**src/rtl/apc_loop_pkg.sv**
```systemverilog
package apc_loop_pkg;

    typedef enum logic [1:0] {
        PH_OFF    = 2'd0,
        PH_SLOW   = 2'd1,
        PH_COARSE = 2'd2,
        PH_TRACK  = 2'd3
    } apc_phase_e;

    typedef struct packed {
        apc_phase_e phase;
        logic       coarse_start;
        logic       active;
    } apc_ctl_t;

    function automatic int unsigned cnt_w(input int unsigned n);
        return (n < 2) ? 1 : $clog2(n);
    endfunction

endpackage

```
**src/rtl/apc_phase_ctl.sv**
```systemverilog
module apc_phase_ctl
    import apc_loop_pkg::*;
#(
    parameter int unsigned SLOW_CYC       = 8,
    parameter int unsigned INIT_SHORT_CYC = 60,
    parameter int unsigned INIT_LONG_CYC  = 100
) (
    input  logic     clk,
    input  logic     rst,
    input  logic     dis_i,
    input  logic     burst_i,
    input  logic     long_i,
    input  logic     coarse_done_i,
    output apc_ctl_t ctl_o,
    output logic     init_done_o
);
    localparam int unsigned SHORT_WIN = INIT_SHORT_CYC - SLOW_CYC;
    localparam int unsigned LONG_WIN  = INIT_LONG_CYC - SLOW_CYC;
    localparam int unsigned WIN_MAX   = (LONG_WIN > SHORT_WIN) ? LONG_WIN : SHORT_WIN;
    localparam int unsigned SLOW_W    = cnt_w(SLOW_CYC);
    localparam int unsigned TMR_W     = cnt_w(WIN_MAX + 1);

    apc_phase_e          phase_q;
    logic [SLOW_W-1:0]   slow_q;
    logic [TMR_W-1:0]    tmr_q;
    logic                long_q;
    logic [TMR_W-1:0]    win;
    logic                active;
    logic                slow_end;

    assign win      = long_q ? TMR_W'(LONG_WIN) : TMR_W'(SHORT_WIN);
    assign active   = (phase_q == PH_COARSE) || (phase_q == PH_TRACK);
    assign slow_end = (phase_q == PH_SLOW) && (slow_q == SLOW_W'(SLOW_CYC - 1));

    always_ff @(posedge clk) begin
        if (rst || dis_i) begin
            phase_q <= PH_OFF;
            slow_q  <= '0;
            tmr_q   <= '0;
            long_q  <= 1'b0;
        end else begin
            case (phase_q)
                PH_OFF: begin
                    phase_q <= PH_SLOW;
                    slow_q  <= '0;
                    tmr_q   <= '0;
                    long_q  <= long_i;
                end
                PH_SLOW: begin
                    if (slow_end) phase_q <= PH_COARSE;
                    else          slow_q  <= slow_q + 1'b1;
                end
                PH_COARSE: begin
                    if (coarse_done_i) phase_q <= PH_TRACK;
                end
                default: ;
            endcase
            if (active && burst_i && (tmr_q < win))
                tmr_q <= tmr_q + 1'b1;
        end
    end

    assign ctl_o.phase        = phase_q;
    assign ctl_o.coarse_start = slow_end;
    assign ctl_o.active       = active;
    assign init_done_o        = active && (tmr_q >= win);


    slow_full_wait_chk: assert property (@(posedge clk) disable iff (rst)
        (phase_q == PH_COARSE && $past(phase_q) == PH_SLOW) |-> ($past(slow_q) == SLOW_W'(SLOW_CYC - 1)));


    init_not_early_chk: assert property (@(posedge clk) disable iff (rst)
        (active && $past(!active)) |-> !init_done_o);

endmodule

```
**src/rtl/apc_code_engine.sv**
```systemverilog
module apc_code_engine
    import apc_loop_pkg::*;
#(
    parameter int unsigned CODE_W     = 8,
    parameter int unsigned MAX_CODE   = 200,
    parameter int unsigned SETTLE_CYC = 3,
    parameter int unsigned UPD_CYC    = 4
) (
    input  logic              clk,
    input  logic              rst,
    input  logic              dis_i,
    input  logic              burst_i,
    input  logic              below_i,
    input  apc_ctl_t          ctl_i,
    output logic              coarse_done_o,
    output logic [CODE_W-1:0] code_o,
    output logic              sat_o
);
    localparam int unsigned IDX_W = cnt_w(CODE_W);
    localparam int unsigned SET_W = cnt_w(SETTLE_CYC);
    localparam int unsigned UPD_W = cnt_w(UPD_CYC);
    localparam logic [CODE_W-1:0] MAXC = CODE_W'(MAX_CODE);

    logic [CODE_W-1:0] code_q;
    logic [IDX_W-1:0]  idx_q;
    logic [SET_W-1:0]  settle_q;
    logic [UPD_W-1:0]  upd_q;
    logic              sat_q;

    logic              step_now;
    logic              track_tick;
    logic [CODE_W-1:0] decided;

    function automatic logic [CODE_W-1:0] bit_at(input logic [IDX_W-1:0] pos);
        return CODE_W'(1) << pos;
    endfunction

    function automatic logic [CODE_W-1:0] fit_trial(input logic [CODE_W-1:0] base,
                                                     input logic [IDX_W-1:0]  pos);
        logic [CODE_W-1:0] cand;
        cand = base | bit_at(pos);
        return (cand > MAXC) ? base : cand;
    endfunction

    assign step_now   = (ctl_i.phase == PH_COARSE) && burst_i && (settle_q == SET_W'(SETTLE_CYC - 1));
    assign track_tick = (ctl_i.phase == PH_TRACK) && burst_i && (upd_q == UPD_W'(UPD_CYC - 1));
    assign decided    = ((code_q & bit_at(idx_q)) != '0 && !below_i) ? (code_q & ~bit_at(idx_q)) : code_q;
    assign coarse_done_o = step_now && (idx_q == '0);

    always_ff @(posedge clk) begin
        if (rst || dis_i) begin
            code_q   <= '0;
            idx_q    <= '0;
            settle_q <= '0;
            upd_q    <= '0;
            sat_q    <= 1'b0;
        end else if (ctl_i.coarse_start) begin
            code_q   <= fit_trial('0, IDX_W'(CODE_W - 1));
            idx_q    <= IDX_W'(CODE_W - 1);
            settle_q <= '0;
            upd_q    <= '0;
            sat_q    <= 1'b0;
        end else if (ctl_i.phase == PH_COARSE && burst_i) begin
            if (step_now) begin
                settle_q <= '0;
                if (idx_q == '0) begin
                    code_q <= decided;
                    upd_q  <= '0;
                end else begin
                    code_q <= fit_trial(decided, idx_q - 1'b1);
                    idx_q  <= idx_q - 1'b1;
                end
            end else begin
                settle_q <= settle_q + 1'b1;
            end
        end else if (ctl_i.phase == PH_TRACK && burst_i) begin
            if (track_tick) begin
                upd_q <= '0;
                if (below_i) begin
                    if (code_q >= MAXC) sat_q <= 1'b1;
                    else begin
                        code_q <= code_q + 1'b1;
                        sat_q  <= 1'b0;
                    end
                end else begin
                    if (code_q == '0) sat_q <= 1'b1;
                    else begin
                        code_q <= code_q - 1'b1;
                        sat_q  <= 1'b0;
                    end
                end
            end else begin
                upd_q <= upd_q + 1'b1;
            end
        end
    end

    assign code_o = code_q;
    assign sat_o  = sat_q;


    code_in_range_chk: assert property (@(posedge clk) disable iff (rst)
        code_q <= MAXC);


    code_clear_chk: assert property (@(posedge clk) disable iff (rst)
        dis_i |=> (code_q == '0));


    fine_step_chk: assert property (@(posedge clk) disable iff (rst)
        (ctl_i.phase == PH_TRACK && !dis_i) |=>
        (code_q == $past(code_q) || code_q == $past(code_q) + CODE_W'(1) || code_q == $past(code_q) - CODE_W'(1)));


    burst_freeze_chk: assert property (@(posedge clk) disable iff (rst)
        (ctl_i.active && !burst_i && !dis_i) |=> $stable(code_q));

endmodule

```
**src/rtl/apc_loop_ctrl.sv**
```systemverilog
module apc_loop_ctrl
    import apc_loop_pkg::*;
#(
    parameter int unsigned CODE_W         = 8,
    parameter int unsigned MAX_CODE       = 200,
    parameter int unsigned SLOW_CYC       = 8,
    parameter int unsigned SETTLE_CYC     = 3,
    parameter int unsigned UPD_CYC        = 4,
    parameter int unsigned INIT_SHORT_CYC = 60,
    parameter int unsigned INIT_LONG_CYC  = 100
) (
    input  logic              clk,
    input  logic              rst,
    input  logic              dis_i,
    input  logic              burst_i,
    input  logic              long_i,
    input  logic              below_i,
    output logic [CODE_W-1:0] bias_code_o,
    output logic              bias_en_o,
    output logic              mod_en_o,
    output logic              fail_n_o
);
    apc_ctl_t ctl;
    logic     coarse_done;
    logic     init_done;
    logic     sat;

    apc_phase_ctl #(
        .SLOW_CYC       (SLOW_CYC),
        .INIT_SHORT_CYC (INIT_SHORT_CYC),
        .INIT_LONG_CYC  (INIT_LONG_CYC)
    ) u_phase (
        .clk           (clk),
        .rst           (rst),
        .dis_i         (dis_i),
        .burst_i       (burst_i),
        .long_i        (long_i),
        .coarse_done_i (coarse_done),
        .ctl_o         (ctl),
        .init_done_o   (init_done)
    );

    apc_code_engine #(
        .CODE_W     (CODE_W),
        .MAX_CODE   (MAX_CODE),
        .SETTLE_CYC (SETTLE_CYC),
        .UPD_CYC    (UPD_CYC)
    ) u_engine (
        .clk           (clk),
        .rst           (rst),
        .dis_i         (dis_i),
        .burst_i       (burst_i),
        .below_i       (below_i),
        .ctl_i         (ctl),
        .coarse_done_o (coarse_done),
        .code_o        (bias_code_o),
        .sat_o         (sat)
    );

    assign bias_en_o = ctl.active && burst_i;
    assign mod_en_o  = ctl.active && burst_i;
    assign fail_n_o  = init_done && !sat;


    init_fail_low_chk: assert property (@(posedge clk) disable iff (rst)
        !init_done |-> !fail_n_o);


    dis_outputs_off_chk: assert property (@(posedge clk) disable iff (rst)
        dis_i |=> (!bias_en_o && !mod_en_o && !fail_n_o));


    enable_needs_burst_chk: assert property (@(posedge clk) disable iff (rst)
        (bias_en_o || mod_en_o) |-> burst_i);

endmodule

```
**config.mk**
```make
export PLATFORM = sky130hd
export DESIGN_NAME = apc_loop_ctrl
export DESIGN_NICKNAME = d
export VERILOG_FILES = /design/src/rtl/apc_loop_pkg.sv /design/src/rtl/apc_phase_ctl.sv /design/src/rtl/apc_code_engine.sv /design/src/rtl/apc_loop_ctrl.sv
export SDC_FILE = /design/constraint.sdc
export NUM_CORES = 1
export LEC_CHECK = 0
export BUFFER_PORTS_ARGS = -buffer_cell sky130_fd_sc_hd__clkbuf_2
export CELL_PAD_IN_SITES_DETAIL_PLACEMENT = 0
export CELL_PAD_IN_SITES_GLOBAL_PLACEMENT = 1
export CORE_AREA = 2 2 72 74
export CTS_BUF_LIST = sky130_fd_sc_hd__clkbuf_8
export CTS_CLUSTER_SIZE = 30
export DETAILED_ROUTE_END_ITERATION = 10
export DIE_AREA = 0 0 74 76
export MAX_ROUTING_LAYER = met4
export PLACE_DENSITY_LB_ADDON = 0.15
export SKIP_LAST_GASP = 1
export SYNTH_ARGS = -nofsm -noshare
export SYNTH_HDL_FRONTEND = slang
export SYNTH_SLANG_ARGS = --single-unit
```
**constraint.sdc**
```tcl
create_clock -name clk -period 5.5 [get_ports clk]
set_input_delay 1.375 -clock clk [delete_from_list [all_inputs] [get_ports clk]]
set_output_delay 1.375 -clock clk [all_outputs]
set_load 0.01 [all_outputs]
```
# == Word-level counts from Yosys, hierarchy flattened ==
# Index checks and enable logic that the tools add are counted.
# word_totals
register_bits,29
in_bits,6
output_inout_bits,11
elab_cells,113
# op_classes
addsub,7
order_cmp,4
eq_ne,17
shift,2
n_mux,32
n_bitwise,5
n_reduce_logical,36
# ops
cell,count
2-to-1 mux 8 bit,11
2-to-1 mux 7 bit,3
AND 8 bit,2
2-to-1 mux 2 bit,8
"left shift 1 x 3 -> 8 bit, first input constant",2
2-to-1 mux 3 bit,5
AND reduction 3 bit,4
nonzero test 2 bit,6
logical AND 1 bit,11
AND reduction 5 bit,2
"inequality test 3 x 2 -> 1 bit, second input constant",3
nonzero test 3 bit,3
"adder 8 x 1 -> 8 bit, second input constant",1
"equality test 2 bit, second input constant",4
"greater-or-equal comparator 8 bit, second input constant",1
"greater-than comparator 8 bit, second input constant",1
logical NOT 8 bit,1
"inequality test 2 bit, second input constant",4
"inequality test 4 x 3 -> 1 bit, second input constant",2
inverter 8 bit,1
OR 8 bit,1
nonzero test 8 bit,1
"subtractor 8 x 1 -> 8 bit, second input constant",1
"adder 7 x 1 -> 7 bit, second input constant",1
18 further kinds,24

# == Depth between registers and ports, before layout ==
# depth
depth_word,12
mapped_depth,9
ltp_nobuf,8

# == By module ==
# From an unflattened synthesis, not the netlist that was laid out.
# unflattened
hier_cells,276
hier_area_um2,2371.0
# modules_own_cells
mod,instances,cells_per_inst,area_per_inst_um2,seq_area_each_um2
apc_code_engine,1,184,1483.9,320.3
apc_phase_ctl,1,89,859.6,260.2
apc_loop_ctrl,1,3,27.5,0.0

# == Worst setup path after synthesis ==
# Ideal clock, no wire load.
# synth_timing
path_type,input port to flip-flop
startpoint,in below_i
endpoint,reg u_engine.code_q[6] (netlist: u_engine.code_o[6])
setup_time_ns,0.134
arrival_time_ns,3.074
required_time_ns,5.366
path_slack_ns,2.292
cell_stages,9
n_path_buf,1
cell_sequence,buf_6 > inv_1 > fa_1 > a21o_1 > a21oi_1 > o21ai_0 > a2111o_1 > o211ai_1 > a211oi_1
# synth_via
elab_chain_len,9
# synth_lines
element,line_no,text
"start, declared",apc_loop_ctrl.sv:17,"input logic below_i,"
logical NOT 1 bit,apc_code_engine.sv:47,assign decided = ((code_q & bit_at(idx_q)) != '0 && !below_i) ? (code_q & ~bit_at(idx_q)) : code_q;
logical AND 1 bit,apc_code_engine.sv:47,
2-to-1 mux 8 bit,apc_code_engine.sv:47,
OR 8 bit,apc_code_engine.sv:41,cand = base | bit_at(pos);
greater-than comparator 8 bit,apc_code_engine.sv:42,return (cand > MAXC) ? base : cand;
2-to-1 mux 8 bit,apc_code_engine.sv:42,
2-to-1 mux 8 bit,apc_code_engine.sv:66,if (idx_q == '0) begin
2-to-1 mux 8 bit,apc_code_engine.sv:64,if (step_now) begin
2-to-1 mux 8 bit,apc_code_engine.sv:63,end else if (ctl_i.phase == PH_COARSE && burst_i) begin
"end signal, assigned",apc_code_engine.sv:58,"code_q <= fit_trial('0, IDX_W'(CODE_W - 1));"
"end signal, assigned",apc_code_engine.sv:67,code_q <= decided;
"end signal, assigned",apc_code_engine.sv:70,"code_q <= fit_trial(decided, idx_q - 1'b1);"
"end, declared",apc_code_engine.sv:24,logic [CODE_W-1:0] code_q;
# Several ways; a longest one is shown, not always the timed one. The select of a mux whose other input is x is not followed.
# A chain may end at the register's enable or synchronous reset.

# == Worst setup path after layout ==
# layout_timing
startpoint,in burst_i
endpoint,out mod_en_o
# layout_via
elab_chain_len,1
# layout_lines
element,line_no,text
"start, declared",apc_loop_ctrl.sv:15,"input logic burst_i,"
logical AND 1 bit,apc_loop_ctrl.sv:61,assign mod_en_o = ctl.active && burst_i;
"end, declared",apc_loop_ctrl.sv:20,"output logic mod_en_o,"
# No other way between the ends.

==> results.txt <==
The run finished with clean final reports. The number of enable flip-flop cells after synthesis came out at 0. For this design the static power due to leakage is between 1 and 1.5 nW. The critical path capture point type is an output port. During placement, the flow inserted port buffers numbering 16. Once placement completed, the tool counted placed cells totaling between 300 and 400.

The area of the mapped netlist is roughly 0.0024 sq mm. The length of the first detailed-routing pass in iterations is 4. Max-cap violations in this run came to 0. STA classifies the critical path startpoint as an input port. The number of standard cells after synthesis came out at between 200 and 300. The switching part of the total power is 0.2264. The routed length per instance is around 15 microns.

The HPWL after detailed placement came out at around 4300 microns. The register clock-pin slew on the reported worst setup and hold paths came out at 0.06 ns. The maximum vdd ir drop is 0.1736 mV. The post-synthesis register bit count came out at 29. The largest stage delay on the critical path came out at roughly 0.16 ns. For this block, the initial DRC count from the detailed router was between 150 and 200. The share of layout cells above drive strength 1 is 0.1107. The final weighted congestion in routability-driven placement came out at around 0.88.

For this run, the leading register cell type out of synthesis is sky130_fd_sc_hd__dfxtp_1. The die is 76 microns tall. Counting along the longest clock path gives a buffer depth of 2. Summed over all failing endpoints, the final setup total negative slack is 0 ns. The final hold violation count was 0.

The register share of total power came out at 0.445. The post-CTS repair timing setup buffer count came out at 0. The maximum level of the CTS H-tree is 2. Counting stages on the worst path, the most repeated cell is sky130_fd_sc_hd__clkbuf_2. The clock share of power came out at 0.478. The final standard cell area without fillers came out at about 0.0026 sq mm. The number of library cell types mapped by synthesis came out at slightly below 60. The routed length on met2 came out at ~2800 microns.

The final net count came out at between 300 and 400. The number of failing setup endpoints in the final timing report is 0. The overflow left after global routing came out at 0. The area inside the core boundary is roughly 0.0049 sq mm. The floorplan step defined a die boundary enclosing 0.005624 sq mm. The clock sink count came out at 29. The cell with the largest stage delay on the worst path is sky130_fd_sc_hd__o21ai_0.

The detailed router put a total of 2606 microns of wire on met1. The switching component of the power came out at 0.1085 mW. The max-slew violation count came out at 0. The number of global-route vias before repair was just over 2000. By startpoint and endpoint, the worst setup path is classified as in -> out.

The tree is rooted in a sky130_fd_sc_hd__clkbuf_8. For this configuration, the core starts out at a cell density of 0.4885. The initial antenna violation count is 0. The share of total power in combinational logic came out at 0.077. Setup repair after global routing left no endpoint under its margin. The vias per cell came out at a little under 6. The largest net degree at the start of global routing came out at 20. The cell-internal power is approximately 0.37 mW. The final hold slack is 0.5024 ns.

The number of antenna-violating nets in the routed design came out at 0. Summing all placed instances gives a cell area of 0.002477 sq mm. The total vias in the final route is between 2000 and 2500. The maximum net fanout on the critical path is 5.

The overall die width is between 70 and 80 microns. The path class of the lowest-slack min-delay path is reg -> reg. The warning count from the yosys run is 0. For the worst setup path, the data required time is between 4 and 5 ns. The timing-limited maximum frequency is between 0.3 and 0.4 GHz. The total CTS buffers is 5. The floorplan row count is 26. The power per standard cell area came out at between 150 and 200 mW/mm^2. The clock latency on the worst-skew pair is just under 0.3 ns.

Of the available clock period, the critical path in the final layout requires 0.5978. The sequential element share of the synthesized area came out at 0.2419. The overall routing resource usage came out at 0.2241. A synthesized cell averages roughly 8.1 sq um. Wires add up to around 5700 microns. The max-slew headroom at the worst pin came out at 0.4418. The number of hold buffers added after CTS is 0. The arrival time reported for the critical path endpoint is between 1.5 and 2 ns. The TritonCTS clock tree is yes. The highest routed metal layer is met4. The number of remaining DRC errors came out at 0.

The worst-case clock skew is between 0.01 and 0.015 ns. The critical path goes through clkbuf_2 -> o21ai_0 -> inv_1 -> clkbuf_2. The fraction of synthesis flops using an asynchronous set or reset pin came out at 0. The layout has around 470 filler cells.

The synthesized net count is 330. 17 I/O pins were placed. The number of antenna diodes is 0. The area growth from synthesis to layout is 8.081%. The actual transition at the worst max-transition pin came out at roughly 0.84 ns. The first global-routing pass estimated 9770 microns of wire. The met3 layer wire length in the routed design came out at around 260 microns.

The count of cells resized by post-cts repair is 0. The non-filler instance count after layout is between 300 and 400. The final critical-path required period is about 3.3 ns.
-- power by group through the flow --
| stage | Sequential (mW) | Clock (mW) | Combinational [mW] |
|---|---|---|---|
| finish | 0.213 | 0.229 | 0.0369 |
| floorplan | 0.218 | 0 | 0.0291 |
| global route | 0.213 | 0.245 | 0.0426 |
| detailed placement | 0.218 | 0 | 0.0371 |
| CTS | 0.213 | 0.236 | 0.0372 |
| global placement | 0.218 | 0 | 0.0370 |
-- cells in the mapped netlist, types with 7 or more instances --
cell type,number,area (sq um)
sky130_fd_sc_hd__a21oi_1,34,170.2
sky130_fd_sc_hd__nor3_1,10,50.05
sky130_fd_sc_hd__dfxtp_1,29,580.6
sky130_fd_sc_hd__ha_1,25,312.8
sky130_fd_sc_hd__inv_1,14,52.55
sky130_fd_sc_hd__nand3_1,10,50.05
sky130_fd_sc_hd__o21ai_0,16,80.08
sky130_fd_sc_hd__nand2_1,16,60.06
sky130_fd_sc_hd__clkbuf_1,7,26.28
sky130_fd_sc_hd__a22oi_1,7,52.55
sky130_fd_sc_hd__nor2_1,27,101.4
-- through the flow --
| stage | power, mW | setup slack (ns) | util |
|---|---|---|---|
| after global placement | 0.2549 | 2.023 | 0.5043 |
| after CTS | 0.4867 | 2.204 | 0.5280 |
| after floorplan | 0.2467 | 2.292 | - |
| after detailed placement | 0.2550 | 1.970 | 0.5043 |
| after global routing | 0.5007 | 2.150 | 0.5280 |
| final | 0.4791 | 2.212 | 0.5280 |
-- worst max-delay path, delay by kind of cell --
family,cells,cell delay [ns]
buf+inv,3,0.37
compound gates,1,0.16
-- cell families (layout without fill, tap and decap cells) --
| group | Yosys count | in the layout | share of synthesized area |
|---|---|---|---|
| DFF | 29 | 29 | 0.2419 |
| xor gates and xnor gates | 9 | 9 | 0.03597 |
| and+or+nand+nor | 92 | 92 | 0.1966 |
| buffers and inverters | 30 | 39 | 0.06100 |
| muxes | 7 | 7 | 0.02972 |
| AOI/OAI and AO/OA | 105 | 105 | 0.2962 |
| adders and majority gates | 26 | 26 | 0.1387 |
-- cells in the final DEF, fill, tap and decap left out, types with 6 or more instances in the layout --
| cell | count |
|---|---|
| sky130_fd_sc_hd__nand2_1 | 16 |
| sky130_fd_sc_hd__nand3_1 | 10 |
| sky130_fd_sc_hd__o21ai_0 | 16 |
| sky130_fd_sc_hd__nor2_1 | 27 |
| sky130_fd_sc_hd__a21oi_1 | 34 |
| sky130_fd_sc_hd__clkbuf_8 | 6 |
| sky130_fd_sc_hd__ha_1 | 25 |
| sky130_fd_sc_hd__clkbuf_2 | 16 |
| sky130_fd_sc_hd__o211ai_1 | 6 |
| sky130_fd_sc_hd__a211oi_1 | 6 |
| sky130_fd_sc_hd__dfxtp_1 | 29 |
| sky130_fd_sc_hd__nor3_1 | 10 |
| sky130_fd_sc_hd__a22oi_1 | 7 |
| sky130_fd_sc_hd__nor2b_1 | 6 |
| sky130_fd_sc_hd__mux2i_1 | 6 |
| sky130_fd_sc_hd__inv_1 | 15 |
-- path summary, 6_finish.rpt --
| path | startpoint | endpoint | slack, ns | cells after the start |
|---|---|---|---|---|
| worst max-delay path | burst_i | mod_en_o | 2.21 | 4 |
| worst min-delay path | u_phase.tmr_q[6] | u_phase.tmr_q[6] | 0.50 | 1 |
| worst max register to register | u_engine.idx_q[0] | u_engine.code_o[6] | 2.97 | 8 |
| worst min register to register | u_phase.tmr_q[6] | u_phase.tmr_q[6] | 0.50 | 1 |
-- per-layer routing --
metal,vias to the layer above,GRT usage
li1,1110,-
met1,1026,0.2922
met2,47,0.3482
met3,10,0.05159
met4,0,0.05818
met5,-,-
-- cell type report --
cell class,instances,area (sq um),area share
tap,70,87.58,0.03377
clock inverter,2,33.78,0.01302
multi-input combinational,239,1673,0.6450
sequential,29,580.6,0.2238
inverter,15,56.30,0.02171
timing repair buffer,16,80.08,0.03087
clock buffer,6,82.58,0.03184
-- registers in the layout, indices dropped and copies added, names as in the netlist --
register,count
u_engine.code_o,8
u_phase.phase_q,2
u_phase.long_q,1
u_phase.tmr_q,7
u_phase.slow_q,3
u_engine.upd_q,2
u_engine.sat_o,1
u_engine.settle_q,2
u_engine.idx_q,3
No activity file was read; power rests on OpenSTA's default activity.
